File: src/rtl/frg_pkg.sv
// Package: shared types for the FIFO ready indicator generator.
// Assumes: none; holds only type definitions.
package frg_pkg;

    // State of one ready flag: released (pin high) or active (pin low).
    typedef enum logic {
        FLAG_RELEASED = 1'b0,
        FLAG_ACTIVE   = 1'b1
    } flag_state_e;

endpackage

File: src/rtl/frg_trig_norm.sv
// Module: frg_trig_norm
// Maps a programmed trigger level onto the legal range 1..DEPTH.
// A value of 0 becomes 1, and a value above DEPTH becomes DEPTH.
// Assumes: CNT_W is wide enough to hold DEPTH.
module frg_trig_norm #(
    parameter int DEPTH = 64,
    parameter int CNT_W = $clog2(DEPTH + 1)
) (
    input  logic [CNT_W-1:0] raw_i,
    output logic [CNT_W-1:0] eff_o
);

    localparam logic [CNT_W-1:0] MAX_LVL = CNT_W'(DEPTH);
    localparam logic [CNT_W-1:0] MIN_LVL = CNT_W'(1);

    // Clamp the raw trigger into 1..DEPTH.
    always_comb begin
        if (raw_i == '0)
            eff_o = MIN_LVL;
        else if (raw_i > MAX_LVL)
            eff_o = MAX_LVL;
        else
            eff_o = raw_i;
    end

endmodule

File: src/rtl/frg_flag.sv
// Module: frg_flag
// Registered set/clear flag. In a cycle where both requests are high,
// the clear request wins. RESET_ACTIVE selects the state after reset.
// Assumes: set_i and clr_i are synchronous to clk.
module frg_flag
    import frg_pkg::*;
#(
    parameter bit RESET_ACTIVE = 1'b0
) (
    input  logic clk,
    input  logic rst_n,
    input  logic set_i,
    input  logic clr_i,
    output logic active_o
);

    localparam flag_state_e RST_STATE = RESET_ACTIVE ? FLAG_ACTIVE : FLAG_RELEASED;

    flag_state_e state_q;
    flag_state_e state_d;

    // Next-state choice: clear first, then set, otherwise hold.
    always_comb begin
        if (clr_i)
            state_d = FLAG_RELEASED;
        else if (set_i)
            state_d = FLAG_ACTIVE;
        else
            state_d = state_q;
    end

    // State register with synchronous active-low reset.
    always_ff @(posedge clk) begin
        if (!rst_n)
            state_q <= RST_STATE;
        else
            state_q <= state_d;
    end

    assign active_o = (state_q == FLAG_ACTIVE);

    // a clear request always releases the flag, even when set is also high.
    p_clear_wins_r5: assert property (@(posedge clk) disable iff (!rst_n)
        clr_i |=> !active_o)
        else $error("p_clear_wins_r5 failed");

    // the flag holds its value when no request is present.
    p_hold_r8: assert property (@(posedge clk) disable iff (!rst_n)
        (!clr_i && !set_i) |=> $stable(active_o))
        else $error("p_hold_r8 failed");

endmodule

File: src/rtl/fifo_ready_gen.sv
// Module: fifo_ready_gen (top)
// Generates the active-low receive-ready and transmit-ready outputs for one
// channel from its FIFO fill state.
// Assumes: level, space and trigger inputs are synchronous to clk.
// Assumes: the level and space inputs never exceed DEPTH.
module fifo_ready_gen #(
    parameter int DEPTH = 64,
    parameter int CNT_W = $clog2(DEPTH + 1)
) (
    input  logic             clk,
    input  logic             rst_n,
    input  logic [CNT_W-1:0] rx_level,
    input  logic [CNT_W-1:0] rx_trig,
    input  logic             rx_timeout,
    input  logic             rx_err,
    input  logic [CNT_W-1:0] tx_space,
    input  logic [CNT_W-1:0] tx_trig,
    input  logic             tx_full,
    output logic             rx_ready_n,
    output logic             tx_ready_n
);

    localparam int NUM_DIR = 2;   // index 0 = receive, index 1 = transmit
    localparam int RX_IDX  = 0;
    localparam int TX_IDX  = 1;

    logic [CNT_W-1:0] raw_trig [NUM_DIR];
    logic [CNT_W-1:0] eff_trig [NUM_DIR];
    logic rx_set, rx_clr, tx_set, tx_clr;
    logic rx_active, tx_active;

    assign raw_trig[RX_IDX] = rx_trig;
    assign raw_trig[TX_IDX] = tx_trig;

    // One trigger normaliser per direction.
    for (genvar g = 0; g < NUM_DIR; g++) begin : g_norm
        frg_trig_norm #(.DEPTH(DEPTH), .CNT_W(CNT_W)) u_norm (
            .raw_i (raw_trig[g]),
            .eff_o (eff_trig[g])
        );
    end

    // Receive set and clear conditions.
    always_comb begin
        rx_set = rx_timeout || (rx_level >= eff_trig[RX_IDX]);
        rx_clr = (rx_level == '0) || rx_err;
    end

    // Transmit set and clear conditions.
    always_comb begin
        tx_set = (tx_space >= eff_trig[TX_IDX]);
        tx_clr = tx_full;
    end

    frg_flag #(.RESET_ACTIVE(1'b0)) u_rx_flag (
        .clk      (clk),
        .rst_n    (rst_n),
        .set_i    (rx_set),
        .clr_i    (rx_clr),
        .active_o (rx_active)
    );

    frg_flag #(.RESET_ACTIVE(1'b1)) u_tx_flag (
        .clk      (clk),
        .rst_n    (rst_n),
        .set_i    (tx_set),
        .clr_i    (tx_clr),
        .active_o (tx_active)
    );

    assign rx_ready_n = ~rx_active;
    assign tx_ready_n = ~tx_active;

    // an in-range trigger that is reached asserts receive-ready.
    p_rx_trig_r1: assert property (@(posedge clk) disable iff (!rst_n)
        (!rx_err && rx_level != '0 && rx_trig != '0 && int'(rx_trig) <= DEPTH
         && rx_level >= rx_trig) |=> !rx_ready_n)
        else $error("p_rx_trig_r1 failed");

    // a timeout event asserts receive-ready regardless of level.
    p_rx_tmo_r2: assert property (@(posedge clk) disable iff (!rst_n)
        (rx_timeout && !rx_err && rx_level != '0) |=> !rx_ready_n)
        else $error("p_rx_tmo_r2 failed");

    // an empty receive FIFO releases receive-ready.
    p_rx_empty_r3: assert property (@(posedge clk) disable iff (!rst_n)
        (rx_level == '0) |=> rx_ready_n)
        else $error("p_rx_empty_r3 failed");

    // a receive error releases receive-ready.
    p_rx_err_r4: assert property (@(posedge clk) disable iff (!rst_n)
        rx_err |=> rx_ready_n)
        else $error("p_rx_err_r4 failed");

    // enough free space asserts transmit-ready.
    p_tx_space_r6: assert property (@(posedge clk) disable iff (!rst_n)
        (!tx_full && tx_trig != '0 && int'(tx_trig) <= DEPTH
         && tx_space >= tx_trig) |=> !tx_ready_n)
        else $error("p_tx_space_r6 failed");

    // a full transmit FIFO releases transmit-ready.
    p_tx_full_r7: assert property (@(posedge clk) disable iff (!rst_n)
        tx_full |=> tx_ready_n)
        else $error("p_tx_full_r7 failed");

    // the reset values are receive released and transmit asserted.
    p_reset_r9: assert property (@(posedge clk)
        !rst_n |=> (rx_ready_n && !tx_ready_n))
        else $error("p_reset_r9 failed");

    // a trigger of 0 acts as 1, so a single entry sets receive-ready.
    p_rx_zero_trig_r10: assert property (@(posedge clk) disable iff (!rst_n)
        (rx_trig == '0 && rx_level != '0 && !rx_err) |=> !rx_ready_n)
        else $error("p_rx_zero_trig_r10 failed");

    // an oversized trigger acts as DEPTH, so a fully free FIFO sets transmit-ready.
    p_tx_big_trig_r10: assert property (@(posedge clk) disable iff (!rst_n)
        (int'(tx_trig) > DEPTH && int'(tx_space) == DEPTH && !tx_full) |=> !tx_ready_n)
        else $error("p_tx_big_trig_r10 failed");

endmodule

File: config.mk
export PLATFORM = sky130hd
export DESIGN_NAME = fifo_ready_gen
export DESIGN_NICKNAME = d
export VERILOG_FILES = /design/src/rtl/frg_pkg.sv /design/src/rtl/frg_trig_norm.sv /design/src/rtl/frg_flag.sv /design/src/rtl/fifo_ready_gen.sv
export SDC_FILE = /design/constraint.sdc
export NUM_CORES = 1
export LEC_CHECK = 0
export ABC_CLOCK_PERIOD_IN_PS = 2850
export BUFFER_PORTS_ARGS = -buffer_cell sky130_fd_sc_hd__buf_2
export CAP_MARGIN = 20
export CORE_MARGIN = 10
export CORE_UTILIZATION = 30
export DETAILED_ROUTE_END_ITERATION = 10
export GPL_TIMING_DRIVEN = 0
export SLEW_MARGIN = 10
export SYNTH_ARGS = -nofsm -noshare
export SYNTH_HDL_FRONTEND = slang
export SYNTH_HIERARCHICAL = 1
export SYNTH_SLANG_ARGS = --single-unit
File: constraint.sdc
create_clock -name clk -period 2.85 [get_ports clk]
set_input_delay 0.285 -clock clk [delete_from_list [all_inputs] [get_ports clk]]
set_output_delay 0.285 -clock clk [all_outputs]
set_load 0.01 [all_outputs]
==> qor.txt, run 1 <==
drt total wl: 1510 um
sequential area share after synthesis: 0.0713
Top FF cell, synth: dfxtp_1
Slew Limit Headroom: 0.789
post-route clock period utilization: 0.607
clk slew on worst S/H paths: 0.03 ns
H-tree depth: 1
Post-Syn Nets: 122
met3 Usage GRT: 0.0353
Synth Area per Inst: 7.49 sq um
antenna violations before repair: 0
Row Count: 15
worst hold margin: 0.237 ns
Finished Core Util: 0.450
largest net degree at the start of global routing: 9
critical path, cell by cell: buf_2, or3_1, o41ai_2, ha_1, nand2b_1, a31oi_1, o21ai_0, nor2_1, o21ai_1
leakage power: 0.427 nW
Startpoint Class: input pin
gr ovfl total: 0
Achievable Freq: 578 MHz
register bit total from synthesis: 2
Post-synth EDFFs: 0
Final ANT Viol Nets: 0
Post-CTS Resized: 0
Fillers: 198
Initial DRT Pass Iterations: 2
pwr dens: 236 mW/mm^2
slowest CP cell: or3_1
instance area at placement: 763 sq um
post-route insts no fill: 137
critical-path maximum fanout: 2
critical path class: input pin to flop
busiest grt layer: met2
vias in the first global route: 662
Setup crit end kind: flop
Max clock buf depth: 2
status: completed
Worst Path Arrival: 1.85 ns
largest stage delay on the critical path: 0.38 ns
Die Wd: 63.3 um
Final #Nets: 161
I/O pin cnt: 35
max-slew violations: 0
Final Instance Area: 786 sq um
Worst Skew: 0 ns
clock tree root buffer cell: clkbuf_4
Worst VDD drop: 0.000148 V
GP Congestion: 0.687
RSZ-0062 raised after global routing: no
HP Start: rst_n
MaxCap Viol Count: 0
die area: 0.00400 sq mm
Routed WL per cell: 11.0 um
Clock Latency Late Sink: 0.23 ns
worst r2r src: u_rx_flag/active_o
Initial Util: 0.322
Final HPWL DP: 1400 um
Sink Count: 2
Final min period: 1.73 ns
core box area: 0.00175 sq mm
Synth top area share: 0.312
CTS tree: yes
Layout area overhead: 39.9%
final hold vios: 0
Global Route met2 Usage: 0.124
Yosys top cell by area: ha_1
first-pass GRT wire length: 2660 um
Post-Syn Instances: 75
layout cells sized above 1: 0.366
Critical path origin: tx_trig[1]
diode count: 0
ranking of synthesized cells by area: ha_1 31%, nor2b_1 11%, inv_1 11%
placed cells: 134
hold_buf cts: 0
chip height: 63.3 um
met1 Use GR: 0.0854
Avg Vias per Cell: 4.61
Slew @ Worst Pin: 0.314 ns
initial DRC count: 7
DRC: 0
GRT Util Overall: 0.0786
CTS buffer count: 3
FFs w/ async S/R, synth: 0
Via Count: 631
Post-CTS Repair Setup Buffers: 0
library cells used by synthesis: 21
final setup TNS: 0 ns
Netlist Area Pre-Place: 562 sq um
Final Setup Violations: 0
Critical Path RT: 2.97 ns
hold crit path type: input pin to flop
PortBufs: 34
Synth Warn #: 6
-- power by group --
group	internal, W	switching [W]	total, W
clock	0.0000466	0.0000182	0.0000648
combinational	0.0000476	0.0000418	0.0000894
sequential	0.0000303	0.000000909	0.0000312
total	0.000125	0.0000609	0.000185
-- layer usage --
metal	vias to the layer above	share of wire
li1	333	-
met1	266	0.43
met2	30	0.44
met3	2	0.11
met4	0	0.014
met5	-	0
-- area by class of cell --
class	count	area, sq um	area share
inverters	16	60.1	0.0764
well taps	25	31.3	0.0398
repair buffers	34	170	0.217
plain buffers	2	7.51	0.00955
multi-input cells	55	454	0.578
flip-flops and latches	2	40.0	0.0510
clock buffers	3	22.5	0.0287
-- per-stage QoR --
step            power, W  worst slack (ns)
6_report        0.000185              1.12
5_1_grt         0.000208             0.936
4_1_cts         0.000189              1.09
3_5_place_dp    0.000123             0.856
3_3_place_gp    0.000119             0.863
2_1_floorplan  0.0000826              1.11
-- critical path: cells and delay by family --
family                   cells  cell delay [ns]
AND/OR/NAND/NOR              3             0.60
AO/OA/AOI/OAI                4             0.59
adder cells (fa/ha/maj)      1             0.27
buffers and inverters        1             0.10
-- state kept, by name (all words and copies together) (netlist names) --
signal and cells:
u_rx_flag/active_o 1, u_tx_flag/active_o 1
-- synthesized netlist by cell type, drive strengths merged, types with 2 or more instances --
cell type	count
a31oi	2
nor2b	10
or3	2
o41ai	2
dfxtp	2
clkbuf	2
inv	16
nand2b	4
and3	2
o21ai	3
a21o	3
nand3	2
ha	14
nand4	4
nor2	2
-- cell families (layout without fill, tap and decap cells) --
group / Yosys count / count (layout) / synth area share
flip-flops: 2 / 2 / 0.0713
adder cells (fa/ha/maj): 14 / 14 / 0.312
buffers and inverters: 18 / 55 / 0.120
AO/OA/AOI/OAI: 12 / 12 / 0.178
AND/OR/NAND/NOR: 29 / 29 / 0.318
-- path summary, 6_finish.rpt --
| path | endpoint | cells past startpoint | slack [ns] |
|---|---|---|---|
| setup / recovery | u_tx_flag/active_o | 9 | 1.12 |
| hold / removal | u_tx_flag/active_o | 2 | 0.24 |
| setup reg to reg | u_rx_flag/active_o | 2 | 2.26 |
| hold reg to reg | u_tx_flag/active_o | 2 | 0.49 |
-- cell usage in the layout (no fill, tap or decap), types with 3 or more instances in the layout --
master,n
nor2b_1,10
nand2b_1,4
clkbuf_4,3
buf_2,34
a21o_1,3
inv_1,16
ha_1,14
nand4_1,4
Note: power is estimated with default switching activity, not from simulation.
==> inputs of run 2 (changes only) <==
Settings changed: ABC_CLOCK_PERIOD_IN_PS 2850 to 1500.
Clock period 2.85 ns to 1.5 ns, I/O delays scaled along.
==> run 2 against run 1 <==
  * The flow now finishes with violations (negative setup slack)
  * Clock skew is the same
  * Total power grew 110%
  * Worst setup slack lost 1.2 ns
  * Highest routed layer unchanged
  * Global-route usage grew 0.57 points
==> qor.txt, run 2 (synthesis results as in run 1) <==
slowest CP cell: or3_4
Via Count: 643
Critical Path RT: 1.62 ns
vias in the first global route: 676
MaxCap Viol Count: 0
Row Count: 15
diode count: 0
die area: 0.00400 sq mm
Max clock buf depth: 2
clock tree root buffer cell: clkbuf_4
Critical path origin: rx_trig[1]
Finished Core Util: 0.492
Final Setup Violations: 1
largest stage delay on the critical path: 0.37 ns
CTS tree: yes
pre-CTS setup slack: -0.368 ns
drt total wl: 1610 um
Worst Skew: 0 ns
commonest non-fill, non-tap cell in the layout: buf_2
gr ovfl total: 0
Fillers: 190
pwr dens: 455 mW/mm^2
HP Start: rst_n
I/O pin cnt: 35
critical path, cell by cell: buf_6, or3_4, o41ai_2, ha_1, nand2b_4, a31oi_4, o21ai_1, nor2_1, nor3b_2
worst r2r src: u_rx_flag/active_o
Slew Limit Headroom: 0.812
Top Family by Delay on Critical Path: simple AND/OR/NAND/NOR gates
Worst Path Arrival: 1.66 ns
placed cells: 134
RSZ-0062 raised after global routing: yes
chip height: 63.3 um
GRT Util Overall: 0.0843
Worst VDD drop: 0.000271 V
antenna violations before repair: 0
hold_buf cts: 0
Buf/Inv on CP: 1
setup ws final: -0.0397 ns
clk slew on worst S/H paths: 0.03 ns
Initial Util: 0.322
register area: 40.0 sq um
final hold vios: 0
Multi-input gate area: 509 sq um
Final min period: 1.54 ns
critical path class: input pin to flop
critical-path maximum fanout: 2
initial DRC count: 10
Setup crit end kind: flop
failing checks: negative setup slack
Final ANT Viol Nets: 0
Routed WL per cell: 11.8 um
core box area: 0.00175 sq mm
layout cells sized above 1: 0.420
post-route insts no fill: 137
first-pass GRT wire length: 2770 um
Final #Nets: 161
DRC: 0
CTS buffer count: 3
Layout area overhead: 53.0%
GP Congestion: 0.687
Post-CTS Repair Setup Buffers: 0
Achievable Freq: 649 MHz
status: finished with violations
Die Wd: 63.3 um
commonest cells after routing, fill and taps aside: 31 x buf_2, 16 x inv_1, 14 x ha_1, 10 x nor2b_1, 4 x nand4_1
Avg Vias per Cell: 4.69
Clock Latency Late Sink: 0.23 ns
Startpoint Class: input pin
Sink Count: 2
max-slew violations: 0
largest net degree at the start of global routing: 9
PortBufs: 34
hold crit path type: input pin to flop
H-tree depth: 1
leakage power: 0.450 nW
Final HPWL DP: 1400 um
Initial DRT Pass Iterations: 2
post-route clock period utilization: 1.03
total design power: 0.000391 W
Slew @ Worst Pin: 0.279 ns
run 2: cell count changes in the layout (fill, tap and decap cells not counted):
cell	change
a31oi_1	-2
or3_1	-2
nand2b_4	+2
a31oi_4	+2
buf_6	+3
o21ai_0	-1
o21ai_1	+1
or3_4	+2
buf_2	-3
nand2b_1	-2
run 2: layer usage:
metal	vias to the layer above	global-route usage	part of all wire
met5	-	0	0
met4	0	0.0601	0.014
met3	2	0.0318	0.064
met2	28	0.136	0.47
met1	279	0.0883	0.45
li1	334	-	-
run 2: path summary, 6_finish.rpt:
kind | cells past startpoint | slack [ns] | to
min | 2 | 0.10 | u_tx_flag/active_o
max | 9 | -0.04 | u_rx_flag/active_o
min reg2reg | 2 | 0.49 | u_tx_flag/active_o
max reg2reg | 2 | 0.91 | u_rx_flag/active_o
run 2: repair_timing:
item                       CTS  global route
setup endpoints to repair    2             2
gates cloned                 0             0
gates resized for setup      4             8
pin swaps                    1             1
run 2: layout make-up:
cell class,count,area share
clock buffers,3,0.0262
well taps,25,0.0364
inverters,16,0.0699
flip-flops and latches,2,0.0466
plain buffers,2,0.00873
multi-input cells,55,0.592
repair buffers,34,0.220
run 2: power by group:
group          switching [W]  internal (W)
registers         0.00000173     0.0000575
logic              0.0000929      0.000112
clock network      0.0000377     0.0000889
total               0.000132      0.000258
run 2: through the flow:
stage	TNS [ns]	area (sq um)	hold WS, ns
detailed placement	-0.718	763	0.336
global placement	-0.700	763	0.331
global route	-0.194	860	0.103
CTS	-0.153	815	0.0895
finish	-0.0397	860	0.103
floorplan	-0.185	562	0.230
run 2: worst register-to-register path: cells and delay by family, from the launching register on:
kind | cells | cell delay, ns
DFF | 1 | 0.30
and+or+nand+nor | 2 | 0.18
==> inputs of run 3 (changes only) <==
Settings changed: CORE_UTILIZATION 30 to 34, PLACE_DENSITY from default to 0.73, RECOVER_POWER from default to 50, SYNTH_HIERARCHICAL 1 to default.
==> run 3 against run 2 <==
  * The flow now finishes without violations
  * Clock power down 3%
  * Synthesized cell count down 16%
  * Via count down 12%
  * Non-clock buffer count down 2
  * Flip-flop and latch count unchanged
  * First-iteration DRC count up 20%
  * Routed wire length down 14%
  * Cell count down 16%
  * Combinational power down 30%
  * Cell area down 22%
  * Critical path type unchanged
  * Critical endpoint is now u_rx_flag.active_o
  * Largest power group unchanged
==> qor.txt, run 3 <==
status: completed
drt total wl: 1390 um
vias in the first global route: 581
Post-CTS Repair Setup Buffers: 0
Slew Limit Headroom: 0.767
largest stage delay on the critical path: 0.39 ns
Initial DRT Pass Iterations: 4
worst hold margin: 0.107 ns
Setup crit end kind: flop
instance area at placement: 646 sq um
setup ws final: 0.0884 ns
post-route clock period utilization: 0.941
Row Count: 13
hold_buf cts: 0
largest net degree at the start of global routing: 7
worst r2r src: u_rx_flag.active_o
initial DRC count: 12
leakage power: 0.368 nW
ranking of synthesized cells by area: ha_1 38%, dfxtp_1 8.8%, nand2_1 8.2%
chip height: 56.7 um
sequential area share after synthesis: 0.0877
RSZ-0062 raised after global routing: yes
DRC: 0
Slew @ Worst Pin: 0.346 ns
most common library cells after synthesis: 14 x ha_1, 10 x nand2_1, 7 x inv_1, 7 x nor2_1
Post-Syn Instances: 63
antenna violations before repair: 0
Yosys top cell by area: ha_1
Max clock buf depth: 2
first-pass GRT wire length: 2280 um
Die Wd: 56.7 um
commonest non-fill, non-tap cell in the layout: buf_2
final setup TNS: 0 ns
Fillers: 134
GP Congestion: 0.773
Finished Core Util: 0.523
Hold Path Stages: 2
diode count: 0
CTS tree: yes
GRT Util Overall: 0.0871
slowest CP cell: or3_1
HP Start: rx_err
Worst Skew: 0 ns
Post-synth EDFFs: 0
Worst Path Arrival: 1.54 ns
Layout area overhead: 47.1%
Final min period: 1.41 ns
Via Count: 566
library cells used by synthesis: 18
core box area: 0.00128 sq mm
MaxCap Viol Count: 0
Worst VDD drop: 0.000331 V
worst reg2reg path depth: 2
hold crit path type: input pin to flop
count leader, synth: ha_1
Netlist Area Pre-Place: 457 sq um
clock tree root buffer cell: clkbuf_4
Synth Area per Inst: 7.25 sq um
Final Instance Area: 672 sq um
die area: 0.00321 sq mm
layout cells sized above 1: 0.380
Clock Latency Late Sink: 0.23 ns
Final ANT Viol Nets: 0
critical-path maximum fanout: 6
Final HPWL DP: 1290 um
FFs w/ async S/R, synth: 0
PortBufs: 34
Avg Vias per Cell: 4.92
commonest cells after routing, fill and taps aside: 33 x buf_2, 14 x ha_1, 10 x nand2_1, 7 x inv_1, 7 x nor2_1
Post-Syn Nets: 110
Buf/Inv on CP: 2
Post-CTS Resized: 0
pre-CTS setup slack: -0.154 ns
Startpoint Class: input pin
Top FF cell, synth: dfxtp_1
Top Family by Delay on Critical Path: simple AND/OR/NAND/NOR gates
I/O pin cnt: 35
R2R Setup Slk: 0.58 ns
Achievable Freq: 708 MHz
hold endpoint: u_rx_flag.active_o
critical path class: input pin to flop
gr ovfl total: 0
clk slew on worst S/H paths: 0.03 ns
Critical Path RT: 1.63 ns
Final #Nets: 149
CTS buffer count: 3
pwr dens: 485 mW/mm^2
final hold vios: 0
critical path, cell by cell: buf_2, inv_1, nand2_1, ha_1, nand4_1, or3_1, a2111oi_2
Synth top area share: 0.384
H-tree depth: 1
Routed WL per cell: 12.1 um
Initial Util: 0.355
worst flop-to-flop path endpoint: u_rx_flag.active_o
register bit total from synthesis: 2
Final Setup Violations: 0
max-slew violations: 0
Synth Warn #: 0
Sink Count: 2
## run 3: cell count changes after synthesis, moves of 3 or more
cell      change
nand2_1      +10
inv_1         -9
nor2b_1       -9
nor2_1        +5
a211oi_1      +3
## run 3: metrics by stage
stage,std cells,power (W)
floorplan,63,0.000136
global placement,112,0.000200
detailed placement,112,0.000204
CTS,115,0.000333
global route,115,0.000367
finish,115,0.000326
## run 3: worst reg2reg max path: cells and delay by family, from the launching register on
kind	cells	cell delay, ns
and+or+nand+nor	1	0.37
AOI/OAI and AO/OA	1	0.12
DFF	1	0.30
## run 3: where the power goes
group | switching, W | leakage (nW) | total [W] | internal, W
Clock | 0.0000344 | 0.0138 | 0.000123 | 0.0000885
Sequential | 0.00000201 | 0.0167 | 0.0000596 | 0.0000576
Combinational | 0.0000683 | 0.337 | 0.000143 | 0.0000751
## run 3: kinds of logic after synthesis
logic type      Yosys count  synth area share
compound gates           11             0.173
fa+ha+maj                14             0.384
buf+inv                   7            0.0575
flops                     2            0.0877
simple gates             29             0.299
## run 3: how the worst max path moves through the flow
| stage | start | endpoint | slack (ns) | cells after the start |
|---|---|---|---|---|
| 2_1_floorplan | rx_trig[1] | u_rx_flag.active_o | 0.07 | 8 |
| 3_3_place_gp | rx_trig[6] | u_rx_flag.active_o | -0.14 | 7 |
| 3_5_place_dp | rx_trig[6] | u_rx_flag.active_o | -0.15 | 7 |
| 4_1_cts | rx_trig[6] | u_rx_flag.active_o | 0.08 | 7 |
| 5_1_grt | rx_trig[2] | u_rx_flag.active_o | -0.03 | 9 |
| 6_report | rx_trig[6] | u_rx_flag.active_o | 0.09 | 7 |
## run 3: area by class of cell
| class | instances | area [sq um] | share of cell area |
|---|---|---|---|
| Clock buffer | 3 | 22.5 | 0.0335 |
| Inverter | 7 | 26.3 | 0.0391 |
| Multi-Input combinational cell | 54 | 395 | 0.588 |
| Sequential cell | 2 | 40.0 | 0.0596 |
| Tap cell | 15 | 18.8 | 0.0279 |
| Timing Repair Buffer | 34 | 169 | 0.251 |
## run 3: per-layer routing
| layer | part of all wire | vias to the layer above | global-route usage |
|---|---|---|---|
| li1 | - | 305 | - |
| met4 | 0.014 | 0 | 0.0309 |
| met5 | 0 | - | 0 |
| met1 | 0.45 | 236 | 0.0890 |
| met3 | 0.069 | 5 | 0.0494 |
| met2 | 0.47 | 20 | 0.144 |
